[config.mk]
export PLATFORM = sky130hd
export DESIGN_NAME = dsp_mac_slice
export DESIGN_NICKNAME = d
export VERILOG_FILES = /design/src/rtl/dsp_mac_pkg.sv /design/src/rtl/dsp_pipe_reg.sv /design/src/rtl/dsp_mult_stage.sv /design/src/rtl/dsp_post_alu.sv /design/src/rtl/dsp_mac_slice.sv
export SDC_FILE = /design/constraint.sdc
export NUM_CORES = 2
export LEC_CHECK = 0
export BUFFER_PORTS_ARGS = -buffer_cell sky130_fd_sc_hd__buf_2
export CORE_ASPECT_RATIO = 1.75
export CORE_MARGIN = 2
export CORE_UTILIZATION = 64
export CTS_BUF_LIST = sky130_fd_sc_hd__clkbuf_4 sky130_fd_sc_hd__clkbuf_8
export DETAILED_ROUTE_END_ITERATION = 10
export PLACE_DENSITY = 0.84
export SETUP_SLACK_MARGIN = 0.02
export SLEW_MARGIN = 20
export SYNTH_ARGS = -nofsm -noshare
export SYNTH_HDL_FRONTEND = slang
export SYNTH_SLANG_ARGS = --single-unit
export TNS_END_PERCENT = 10
[constraint.sdc]
create_clock -name clk -period 11.7 [get_ports clk]
set_input_delay 1.17 -clock clk [delete_from_list [all_inputs] [get_ports clk]]
set_output_delay 1.17 -clock clk [all_outputs]
set_load 0.01 [all_outputs]
[src/rtl/dsp_mac_pkg.sv]
// Shared encodings for the multiply-accumulate slice.
// Assumes the operand-select word is laid out as {Z[2:0], Y[1:0], X[1:0]}.
package dsp_mac_pkg;

    typedef enum logic [1:0] {
        XS_ZERO = 2'd0,
        XS_MUL  = 2'd1,
        XS_P    = 2'd2,
        XS_AB   = 2'd3
    } xsel_e;

    typedef enum logic [1:0] {
        YS_ZERO = 2'd0,
        YS_MUL  = 2'd1,
        YS_ONES = 2'd2,
        YS_C    = 2'd3
    } ysel_e;

    typedef enum logic [2:0] {
        ZS_ZERO    = 3'd0,
        ZS_CASC    = 3'd1,
        ZS_P       = 3'd2,
        ZS_C       = 3'd3,
        ZS_BAD4    = 3'd4,
        ZS_CASC_SH = 3'd5,
        ZS_P_SH    = 3'd6,
        ZS_BAD7    = 3'd7
    } zsel_e;

    typedef enum logic [1:0] {
        PRE_A     = 2'd0,
        PRE_D_ADD = 2'd1,
        PRE_D_SUB = 2'd2,
        PRE_D     = 2'd3
    } pre_e;

    localparam logic [1:0] ALU_SUB = 2'd3;

endpackage

[src/rtl/dsp_pipe_reg.sv]
// Optional pipeline register with clock enable and synchronous active-low reset.
// With EN = 0 it becomes a plain wire, and clk, rst_n and ce are unused.
module dsp_pipe_reg #(
    parameter int W  = 8,
    parameter bit EN = 1'b1
) (
    input  logic         clk,
    input  logic         rst_n,
    input  logic         ce,
    input  logic [W-1:0] d,
    output logic [W-1:0] q
);
    generate
        if (EN) begin : g_reg
            logic [W-1:0] q_r;
            // Capture d on an enabled edge, clear on reset.
            always_ff @(posedge clk) begin
                if (!rst_n)  q_r <= '0;
                else if (ce) q_r <= d;
            end
            assign q = q_r;
        end else begin : g_wire
            logic unused_ok;
            assign unused_ok = clk ^ rst_n ^ ce;
            assign q = d;
        end
    endgenerate
endmodule

[src/rtl/dsp_mult_stage.sv]
// Pre-adder followed by a signed multiplier.
// Assumes PW >= MAW + BW. The product is sign-extended to PW bits.
module dsp_mult_stage
    import dsp_mac_pkg::*;
#(
    parameter int MAW = 25,
    parameter int BW  = 18,
    parameter int PW  = 48
) (
    input  logic [MAW-1:0] a_lo,
    input  logic [MAW-1:0] d,
    input  logic [BW-1:0]  b,
    input  logic [1:0]     pre_mode,
    output logic [PW-1:0]  prod
);
    localparam int MW  = MAW + BW;
    localparam int EXT = PW - MW;

    logic [MAW-1:0]        pre_sum;
    logic signed [MW-1:0]  full;

    // Pre-adder: choose A, D+A, D-A or D, wrapped to MAW bits.
    always_comb begin
        unique case (pre_e'(pre_mode))
            PRE_A:     pre_sum = a_lo;
            PRE_D_ADD: pre_sum = d + a_lo;
            PRE_D_SUB: pre_sum = d - a_lo;
            default:   pre_sum = d;
        endcase
    end

    // Signed product, sign-extended to the post-adder width.
    always_comb begin
        full = MW'($signed(pre_sum) * $signed(b));
        prod = {{EXT{full[MW-1]}}, full};
    end
endmodule

[src/rtl/dsp_post_alu.sv]
// Operand muxes and post-adder/subtracter, with carry-in select.
// Flags invalid select words so the output stage can hold its value.
// Assumes AW + BW <= PW and that p_cur is the registered result.
module dsp_post_alu
    import dsp_mac_pkg::*;
#(
    parameter int AW = 30,
    parameter int BW = 18,
    parameter int PW = 48,
    parameter int SH = 17
) (
    input  logic [PW-1:0] prod,
    input  logic [AW-1:0] a,
    input  logic [BW-1:0] b,
    input  logic [PW-1:0] c,
    input  logic [PW-1:0] p_cur,
    input  logic          cout_cur,
    input  logic [PW-1:0] pcin,
    input  logic [6:0]    opsel,
    input  logic [1:0]    alu_op,
    input  logic          cin_sel,
    input  logic          carry_in,
    output logic [PW-1:0] p_nxt,
    output logic          cout_nxt,
    output logic          sel_ok
);
    xsel_e         xs;
    ysel_e         ys;
    zsel_e         zs;
    logic [PW-1:0] xv, yv, zv;
    logic          cin;
    logic [PW:0]   addend, res;

    assign xs = xsel_e'(opsel[1:0]);
    assign ys = ysel_e'(opsel[3:2]);
    assign zs = zsel_e'(opsel[6:4]);

    // Validity of the select word: the product goes through X and Y together, Z codes 4/7 are invalid.
    assign sel_ok = ((xs == XS_MUL) == (ys == YS_MUL)) && (zs != ZS_BAD4) && (zs != ZS_BAD7);

    // X source mux.
    always_comb begin
        unique case (xs)
            XS_ZERO: xv = '0;
            XS_MUL:  xv = prod;
            XS_P:    xv = p_cur;
            default: xv = PW'({a, b});
        endcase
    end

    // Y source mux. A product pair in X and Y counts once.
    always_comb begin
        unique case (ys)
            YS_ZERO: yv = '0;
            YS_MUL:  yv = '0;
            YS_ONES: yv = '1;
            default: yv = c;
        endcase
    end

    // Z source mux, including the arithmetic shifts.
    always_comb begin
        unique case (zs)
            ZS_CASC:    zv = pcin;
            ZS_P:       zv = p_cur;
            ZS_C:       zv = c;
            ZS_CASC_SH: zv = PW'($signed(pcin) >>> SH);
            ZS_P_SH:    zv = PW'($signed(p_cur) >>> SH);
            default:    zv = '0;
        endcase
    end

    // Carry-in source: external bit or the sign of the current result.
    assign cin = cin_sel ? p_cur[PW-1] : carry_in;

    // Add or subtract in PW+1 bits; the top bit is the carry-out.
    always_comb begin
        addend = {1'b0, xv} + {1'b0, yv} + {{PW{1'b0}}, cin};
        if (alu_op == ALU_SUB) res = {1'b0, zv} - addend;
        else                   res = {1'b0, zv} + addend;
        p_nxt    = sel_ok ? res[PW-1:0] : p_cur;
        cout_nxt = sel_ok ? res[PW]     : cout_cur;
    end
endmodule

[src/rtl/dsp_mac_slice.sv]
// Top of the multiply-accumulate slice: input stage, multiplier stage and output stage.
// The output stage is always registered because P feeds back into the post-adder.
// Assumes A_W + B_W <= P_W and MUL_A_W + B_W <= P_W, and MUL_A_W <= A_W.
module dsp_mac_slice
    import dsp_mac_pkg::*;
#(
    parameter int           A_W        = 30,
    parameter int           B_W        = 18,
    parameter int           MUL_A_W    = 25,
    parameter int           P_W        = 48,
    parameter int           CASC_SHIFT = 17,
    parameter logic [47:0]  PATTERN    = 48'h0,
    parameter logic [47:0]  MASK       = 48'h0,
    parameter bit           A_REG      = 1'b1,
    parameter bit           B_REG      = 1'b1,
    parameter bit           C_REG      = 1'b1,
    parameter bit           D_REG      = 1'b1,
    parameter bit           CTL_REG    = 1'b1,
    parameter bit           M_REG      = 1'b1
) (
    input  logic               clk,
    input  logic               rst_n,
    input  logic               ce_in,
    input  logic               ce_m,
    input  logic               ce_p,
    input  logic [A_W-1:0]     a,
    input  logic [B_W-1:0]     b,
    input  logic [P_W-1:0]     c,
    input  logic [MUL_A_W-1:0] d,
    input  logic [1:0]         pre_mode,
    input  logic [6:0]         opsel,
    input  logic [1:0]         alu_op,
    input  logic               cin_sel,
    input  logic               carry_in,
    input  logic [P_W-1:0]     pcin,
    output logic [P_W-1:0]     p,
    output logic [P_W-1:0]     pcout,
    output logic               carry_out,
    output logic               pat_match,
    output logic               pat_match_inv
);
    localparam int CTL_W = 2 + 7 + 2 + 1 + 1;

    logic [A_W-1:0]     a_q;
    logic [B_W-1:0]     b_q;
    logic [P_W-1:0]     c_q;
    logic [MUL_A_W-1:0] d_q;
    logic [CTL_W-1:0]   ctl_q;
    logic [1:0]         pre_q, alu_q;
    logic [6:0]         opsel_q;
    logic               cin_sel_q, carry_in_q;
    logic [P_W-1:0]     prod, prod_q, p_nxt;
    logic               cout_nxt, sel_ok;
    logic [P_W-1:0]     p_q;
    logic               cout_q;
    logic [P_W-1:0]     pat_w, mask_w;

    dsp_pipe_reg #(.W(A_W),     .EN(A_REG))   u_a_reg (.clk(clk), .rst_n(rst_n), .ce(ce_in), .d(a), .q(a_q));
    dsp_pipe_reg #(.W(B_W),     .EN(B_REG))   u_b_reg (.clk(clk), .rst_n(rst_n), .ce(ce_in), .d(b), .q(b_q));
    dsp_pipe_reg #(.W(P_W),     .EN(C_REG))   u_c_reg (.clk(clk), .rst_n(rst_n), .ce(ce_in), .d(c), .q(c_q));
    dsp_pipe_reg #(.W(MUL_A_W), .EN(D_REG))   u_d_reg (.clk(clk), .rst_n(rst_n), .ce(ce_in), .d(d), .q(d_q));
    dsp_pipe_reg #(.W(CTL_W),   .EN(CTL_REG)) u_ctl_reg (
        .clk(clk), .rst_n(rst_n), .ce(ce_in),
        .d({pre_mode, opsel, alu_op, cin_sel, carry_in}), .q(ctl_q));

    assign {pre_q, opsel_q, alu_q, cin_sel_q, carry_in_q} = ctl_q;

    dsp_mult_stage #(.MAW(MUL_A_W), .BW(B_W), .PW(P_W)) u_mult (
        .a_lo(a_q[MUL_A_W-1:0]), .d(d_q), .b(b_q), .pre_mode(pre_q), .prod(prod));

    dsp_pipe_reg #(.W(P_W), .EN(M_REG)) u_m_reg (.clk(clk), .rst_n(rst_n), .ce(ce_m), .d(prod), .q(prod_q));

    dsp_post_alu #(.AW(A_W), .BW(B_W), .PW(P_W), .SH(CASC_SHIFT)) u_alu (
        .prod(prod_q), .a(a_q), .b(b_q), .c(c_q), .p_cur(p_q), .cout_cur(cout_q),
        .pcin(pcin), .opsel(opsel_q), .alu_op(alu_q), .cin_sel(cin_sel_q),
        .carry_in(carry_in_q), .p_nxt(p_nxt), .cout_nxt(cout_nxt), .sel_ok(sel_ok));

    // Output stage: result and carry-out, the feedback point of the accumulator.
    always_ff @(posedge clk) begin
        if (!rst_n) begin
            p_q    <= '0;
            cout_q <= 1'b0;
        end else if (ce_p) begin
            p_q    <= p_nxt;
            cout_q <= cout_nxt;
        end
    end

    assign pat_w  = P_W'(PATTERN);
    assign mask_w = P_W'(MASK);

    // Pattern detector on the registered result, masked bits ignored.
    always_comb begin
        pat_match     = ((p_q ^  pat_w) & ~mask_w) == '0;
        pat_match_inv = ((p_q ^ ~pat_w) & ~mask_w) == '0;
    end

    assign p         = p_q;
    assign pcout     = p_q;
    assign carry_out = cout_q;

    assert_reset_clears_R1: assert property (@(posedge clk)
        !rst_n |=> (p == '0 && !carry_out));

    assert_invalid_holds_R8: assert property (@(posedge clk) disable iff (!rst_n)
        (ce_p && !sel_ok) |=> ($stable(p) && $stable(carry_out)));

    assert_ce_p_freezes_R11: assert property (@(posedge clk) disable iff (!rst_n)
        !ce_p |=> ($stable(p) && $stable(carry_out)));

    assert_flags_exclusive_R10: assert property (@(posedge clk) disable iff (!rst_n)
        (~mask_w != '0) |-> !(pat_match && pat_match_inv));

    assert_count_step_R12: assert property (@(posedge clk) disable iff (!rst_n)
        (ce_p && opsel_q == 7'b010_00_00 && alu_q != ALU_SUB && !cin_sel_q && carry_in_q)
        |=> (p == $past(p) + 1'b1));
endmodule

=== After elaboration in Yosys (flattened, before gate mapping) ===
Cells that the tools add are included.
W data, S select, Z words.

* Flip-flop bits (word level): 226
* Output and inout port bits: 99
* Word-level logic and storage cells: 46

* $add $sub $neg: 6
* Multipliers: 1
* Eq/ne operators: 15
* Mux-type cells: 6
* Bitwise operators: 1
* Reduce and logical (&&, ||, !) cells: 9

{| class="wikitable"
|+ Operator list
! cell !! number
|-
| $pmux W48 S5 || 1
|-
| $pmux W48 S3 || 1
|-
| $logic_not A48 Y1 || 2
|-
| $pmux W48 S2 || 1
|-
| $pmux W25 S3 || 1
|-
| $add A48 B48 Y49 || 1
|-
| $add A48 B49 Y49 || 1
|-
| $add A49 B1 Y49 || 1
|-
| $mux W49 || 1
|-
| $sub A48 B49 Y49 || 1
|-
| $not A48 Y48 || 1
|-
| $mul A25 B18 Y43 || 1
|-
| $add A25 B25 Y25 || 1
|-
| $sub A25 B25 Y25 || 1
|-
| $eq A2 B2 Y1 const B || 4
|-
| $eq A2 B1 Y1 const B || 3
|-
| $eq A3 B2 Y1 const B || 2
|-
| $eq A3 B3 Y1 const B || 2
|-
| $logic_not A2 Y1 || 3
|-
| $ne A3 B3 Y1 const B || 2
|-
| $eq A3 B1 Y1 const B || 1
|-
| $logic_and A1 B1 Y1 || 2
|-
| $reduce_and A2 Y1 || 1
|-
| $reduce_or A2 Y1 || 1
|-
| other kinds (2) || 2
|}

=== Longest topological paths before layout ===
* Depth after elaboration: 7
* Mapped depth: 48
* Gate-level depth less buffers: 46

=== Cells and area by module ===
Synthesis repeated with hierarchy kept, for this count alone.

* Cells, all modules: 4605
* Area total of the unflattened synthesis: 39153.8 um^2

{| class="wikitable"
|+ Modules (own cells, without submodules)
! module !! times used !! cells an instance !! area each (um^2) !! sequential area each (um^2)
|-
| dsp_mult_stage || 1 || 2315 || 19484.9 || 0.0
|-
| dsp_post_alu || 1 || 1466 || 10223.6 || 0.0
|-
| dsp_pipe_reg at u_c_reg ... || 2 || 155 || 1845.5 || 960.9
|-
| dsp_mac_slice || 1 || 238 || 2422.3 || 980.9
|-
| dsp_pipe_reg at u_a_reg || 1 || 97 || 1171.1 || 600.6
|-
| dsp_pipe_reg at u_d_reg || 1 || 80 || 965.9 || 500.5
|-
| dsp_pipe_reg at u_b_reg || 1 || 57 || 688.2 || 360.3
|-
| dsp_pipe_reg at u_ctl_reg || 1 || 42 || 506.7 || 260.2
|}

=== Least setup slack after synthesis ===
OpenSTA, ideal clock, no wires.

* Path kind: reg2reg
* Start: register u_a_reg.g_reg.q_r[3], in the netlist u_a_reg.q[3]
* End: register u_m_reg.q[42] (netlist name)
* Setup time: 0.079 ns
* Arrival: 9.888 ns
* Path slack: 1.733 ns
* Stages on the path, launching flop included: 44
* Buffers on the path: 2
* Period minus slack after synthesis: 9.967 ns
* Cells stage by stage: dfxtp_1 clkbuf_1 nor3_1 nand2b_1 or3_1 nor3_1 nand2_1 nor3_1 nand2b_1 nor3b_2 a21oi_1 xnor2_1 ha_1 a21oi_1 nor2b_1 nor2_1 o21ai_0 or4_1 (+8 left out) fa_1 fa_1 inv_1 fa_1 inv_1 ha_1 a21o_1 a21o_1 a21o_1 a21o_1 a21o_1 a21oi_1 and3b_1 a21oi_1 a41o_1 o41ai_1 nand4_1 o211ai_1

* Cells in the longest elaborated chain, start to end: 3

{| class="wikitable"
|+ RTL lines
! what !! line !! RTL
|-
| start: declaration || dsp_pipe_reg.sv:15 || <nowiki>logic [W-1:0] q_r;</nowiki>
|-
| start signal: assignment || dsp_pipe_reg.sv:18 || <nowiki>if (!rst_n) q_r <= '0;</nowiki>
|-
| start signal: assignment || dsp_pipe_reg.sv:19 || <nowiki>else if (ce) q_r <= d;</nowiki>
|-
| $sub A25 B25 Y25 or $add A25 B25 Y25 (tied branches) || dsp_mult_stage.sv:27, dsp_mult_stage.sv:26 ||
|-
| $pmux W25 S3 * || dsp_mult_stage.sv:24 || <nowiki>unique case (pre_e'(pre_mode))</nowiki>
|-
| $mul A25 B18 Y43 * || dsp_mult_stage.sv:34 || <nowiki>full = MW'($signed(pre_sum) * $signed(b));</nowiki>
|}

Mark *: on every way between the ends. The rest lies on a longest branch, timed or not.
A chain may end at the register's enable or synchronous reset.

=== Final worst setup path ===
* Start: register u_a_reg.g_reg.q_r[3], in the netlist u_a_reg.q[3]
* End: register u_m_reg.q[42] (netlist name)

* Cells in the longest elaborated chain, start to end: 3

{| class="wikitable"
|+ RTL lines
! what !! line
|-
| $sub A25 B25 Y25 or $add A25 B25 Y25 (tied branches) || dsp_mult_stage.sv:27, dsp_mult_stage.sv:26
|-
| $pmux W25 S3 * || dsp_mult_stage.sv:24
|-
| $mul A25 B18 Y43 * || dsp_mult_stage.sv:34
|}

Marked as above.

==> Implementation_results.wiki <==
{| class="wikitable"
! Metric !! Value
|-
| Ys flop type || dfxtp_1
|-
| Launch instance of the worst register-to-register path || u_a_reg.q[3]
|-
| Cell with the most instances on the worst path || inv_1
|-
| Placer congestion estimate || 1.07
|-
| Startpoint kind of the worst setup timing path || flop
|-
| Required time reported for the critical path endpoint || 12.27 ns
|-
| Net Count, Synth || 5,222
|-
| Antenna Violating Nets Remaining || 0
|-
| Area contributors post-synth || fa_1 (25%), dfxtp_1 (13%), ha_1 (8.1%)
|-
| Initial core utilization || 0.648
|-
| Worst endpoint data arrival time || 11.61 ns
|-
| Count of pins over their slew limit || 0
|-
| Combined global-route utilization of all metal layers || 0.419
|-
| Antenna violations before repair || 6
|-
| Async S/R FF share, synth || 0
|-
| Cell taking the most area after synthesis || fa_1
|-
| HP Class || reg2reg
|-
| Unrepaired setup endpoints after global routing || false
|-
| Wire length per cell || 23.4 microns
|-
| Number of filler instances in the final layout || 4,363
|-
| Count of placed standard cells including taps || 5,143
|-
| Sum of net half-perimeters after detailed placement || 94.8 mm
|-
| Final routed DRC violation total || 0
|-
| Clock latency on the worst-skew pair || 0.66 ns
|-
| Number of search-and-repair iterations in the first detailed-routing pass || 9
|-
| Total via count in the routed design || 33,700
|-
| Die footprint || 0.0580 sq mm
|-
| Setup Crit Path Kind || reg2reg
|-
| Total CTS buffers || 39
|-
| Overflow after GRT || 0
|-
| IR drop worst, VDD || 0.000130 V
|-
| First-iteration detailed-routing DRC count || 2,942
|-
| Commonest non-fill, non-tap cell in the layout || inv_1
|-
| Max Cap Viol || 0
|-
| EDFF count, synth || 0
|-
| Width of the die || 183 microns
|-
| Via count of the first global-routing pass || 34,600
|-
| Worst path max stage delay || 0.64 ns
|-
| Pin count of the biggest net entering global routing || 129
|-
| Power density normalized to cell area || 127 mW/mm^2
|-
| Total core area || 0.0553 sq mm
|-
| Count of nets after finishing || 5,351
|-
| Drt via density || 6.47
|-
| Synth unique cells || 83
|-
| Total Wirelength || 122 mm
|-
| TritonCTS clock tree || yes
|-
| Reported leakage power || 18.7 nW
|-
| Height of the chip || 317 microns
|-
| I/O pin count || 286
|-
| Clock period minus final worst setup slack || 11.04 ns
|-
| Worst Skew || 0.0401 ns
|-
| Maximum clock path buffer count || 3
|-
| H-tree depth || 2
|-
| Fraction of layout cells with a size suffix above 1 || 0.123
|-
| Share of the cycle needed by the critical path after routing || 0.943
|-
| Max_slew headroom || 0.116
|-
| Commonest cells after routing, fill and taps aside || inv_1 (614), nand2_1 (456), fa_1 (445)
|-
| Synth Register Bits || 226
|-
| Peak clock frequency supported by timing || 90.6 MHz
|-
| Post-synth design cell area || 0.0359 sq mm
|-
| Number of endpoints failing setup at the final stage || 0
|-
| Status || finished, final reports clean
|-
| Final standard cell count with taps included and fillers excluded || 5,215
|-
| Launch instance of the worst min-delay path || carry_out
|-
| Port-buffer cells || 285
|-
| Mean instance size in the synthesized netlist || 8.23 sq um
|-
| Critical Path Slowest Stage Cell || fa_1
|-
| Portion of the post-synthesis area used by sequential elements || 0.126
|-
| Cell at the root of the clock tree || clkbuf_8
|-
| Highest fanout seen on the critical path || 15
|-
| Wire length of the first global-routing pass || 186 mm
|-
| Actual transition at the worst max-transition pin || 1.31 ns
|-
| Sink count of the clock tree || 226
|-
| Final Hold Violating Endpoints || 0
|-
| Clock-pin slew on the worst setup and hold paths || 0.07 ns
|-
| Number of warning messages in the yosys log || 0
|-
| Total negative setup slack || 0 ns
|-
| Number of hold buffers added after CTS || 0
|-
| CP endpoint kind || flop
|-
| Area fraction of the dominant cell type after synthesis || 0.248
|-
| Number of standard cells after synthesis || 4,359
|-
| Launching instance or port of the critical path || u_a_reg.q[3]
|-
| # rows || 114
|-
| Syn-to-layout area delta || 7.22%
|}
[flip-flops by register name (all words and copies together), names as in the netlist]
signal       cells
p               48
u_m_reg.q       43
u_ctl_reg.q     13
u_c_reg.q       48
u_a_reg.q       30
u_b_reg.q       18
carry_out        1
u_d_reg.q       25
[power breakdown]
group	switching (W)	internal (W)
sequential	0.000146	0.000861
combinational	0.00184	0.00122
clock	0.000401	0.000437
[per-layer routing]
layer	global-route usage	wire length, microns	up-vias
met3	0.0814	11300	890
met4	0.419	14900	2
met5	0	16	-
met2	0.705	57400	2124
met1	0.429	38200	16100
li1	-	-	14600
[repair_timing]
item / 4_1_cts / 5_1_grt
buffers inserted: 0 / 0
setup endpoints to repair: 0 / 8
resized for setup: 0 / 3
[critical path: cells and delay by family, from the launching register on]
kind | cells | cell delay, ns
DFF | 1 | 0.37
AOI/OAI and AO/OA | 15 | 3.07
xor gates and xnor gates | 2 | 0.37
buffers and inverters | 7 | 0.66
and+or+nand+nor | 13 | 2.84
adders and majority gates | 8 | 3.64
[cell usage after synthesis, types with 16 or more instances]
cell type,number
nor2_1,293
o21bai_1,19
and2_1,167
dfxtp_1,226
ha_1,231
buf_1,28
fa_1,445
a22oi_1,20
mux2i_1,192
a21o_1,73
o21ai_0,174
o21a_1,28
xor2_1,59
nand3_1,70
or3_1,19
a22o_1,51
buf_4,48
nand2_1,456
a221oi_1,16
clkbuf_1,204
nor4_1,23
and3_1,29
a31oi_1,20
mux2_2,66
a21boi_0,62
a21oi_1,219
nor2b_1,27
inv_1,615
nand4_1,34
xnor2_1,139
nand2b_1,35
a221o_1,33
a211oi_1,23
nor3_1,42
[final timing paths]
check,endpoint,slack (ns),cells past startpoint
max,u_m_reg.q[42],0.66,45
min,carry_out,0.48,2
max reg2reg,u_m_reg.q[42],0.66,45
min reg2reg,carry_out,0.48,2
[per-stage QoR]
stage | setup slack, ns | util | area (sq um) | hold WS, ns | power [W]
6_report | 0.661 | 0.695 | 38400 | 0.480 | 0.00490
5_1_grt | 0.0499 | 0.695 | 38400 | 0.499 | 0.00521
4_1_cts | 0.471 | 0.694 | 38400 | 0.480 | 0.00482
3_5_place_dp | 0.508 | 0.679 | 37600 | 0.470 | 0.00396
3_3_place_gp | 0.804 | 0.679 | 37600 | 0.459 | 0.00390
2_1_floorplan | 1.73 | - | 35900 | 0.439 | 0.00309
[area by class of cell]
type | instances | area, sq um | share of cell area
multi-input combinational | 3236 | 27800 | 0.724
sequential | 226 | 4530 | 0.118
timing repair buffer | 368 | 2060 | 0.0535
clock inverter | 10 | 111 | 0.00290
tap | 696 | 871 | 0.0227
antenna | 5 | 12.5 | 0.000325
clock buffer | 57 | 716 | 0.0186
inverter | 617 | 2320 | 0.0604
[kinds of logic (layout without fill, tap and decap cells)]
kind of cell,after synthesis,count (layout),synth area share
xor+xnor,198,198,0.0484
mux,258,258,0.0743
simple gates,1258,1258,0.167
other cells,0,5,0
fa+ha+maj,676,676,0.329
flops,226,226,0.126
buf+inv,897,1052,0.0989
compound gates,846,846,0.156
No activity file was read; power rests on OpenSTA's default activity.
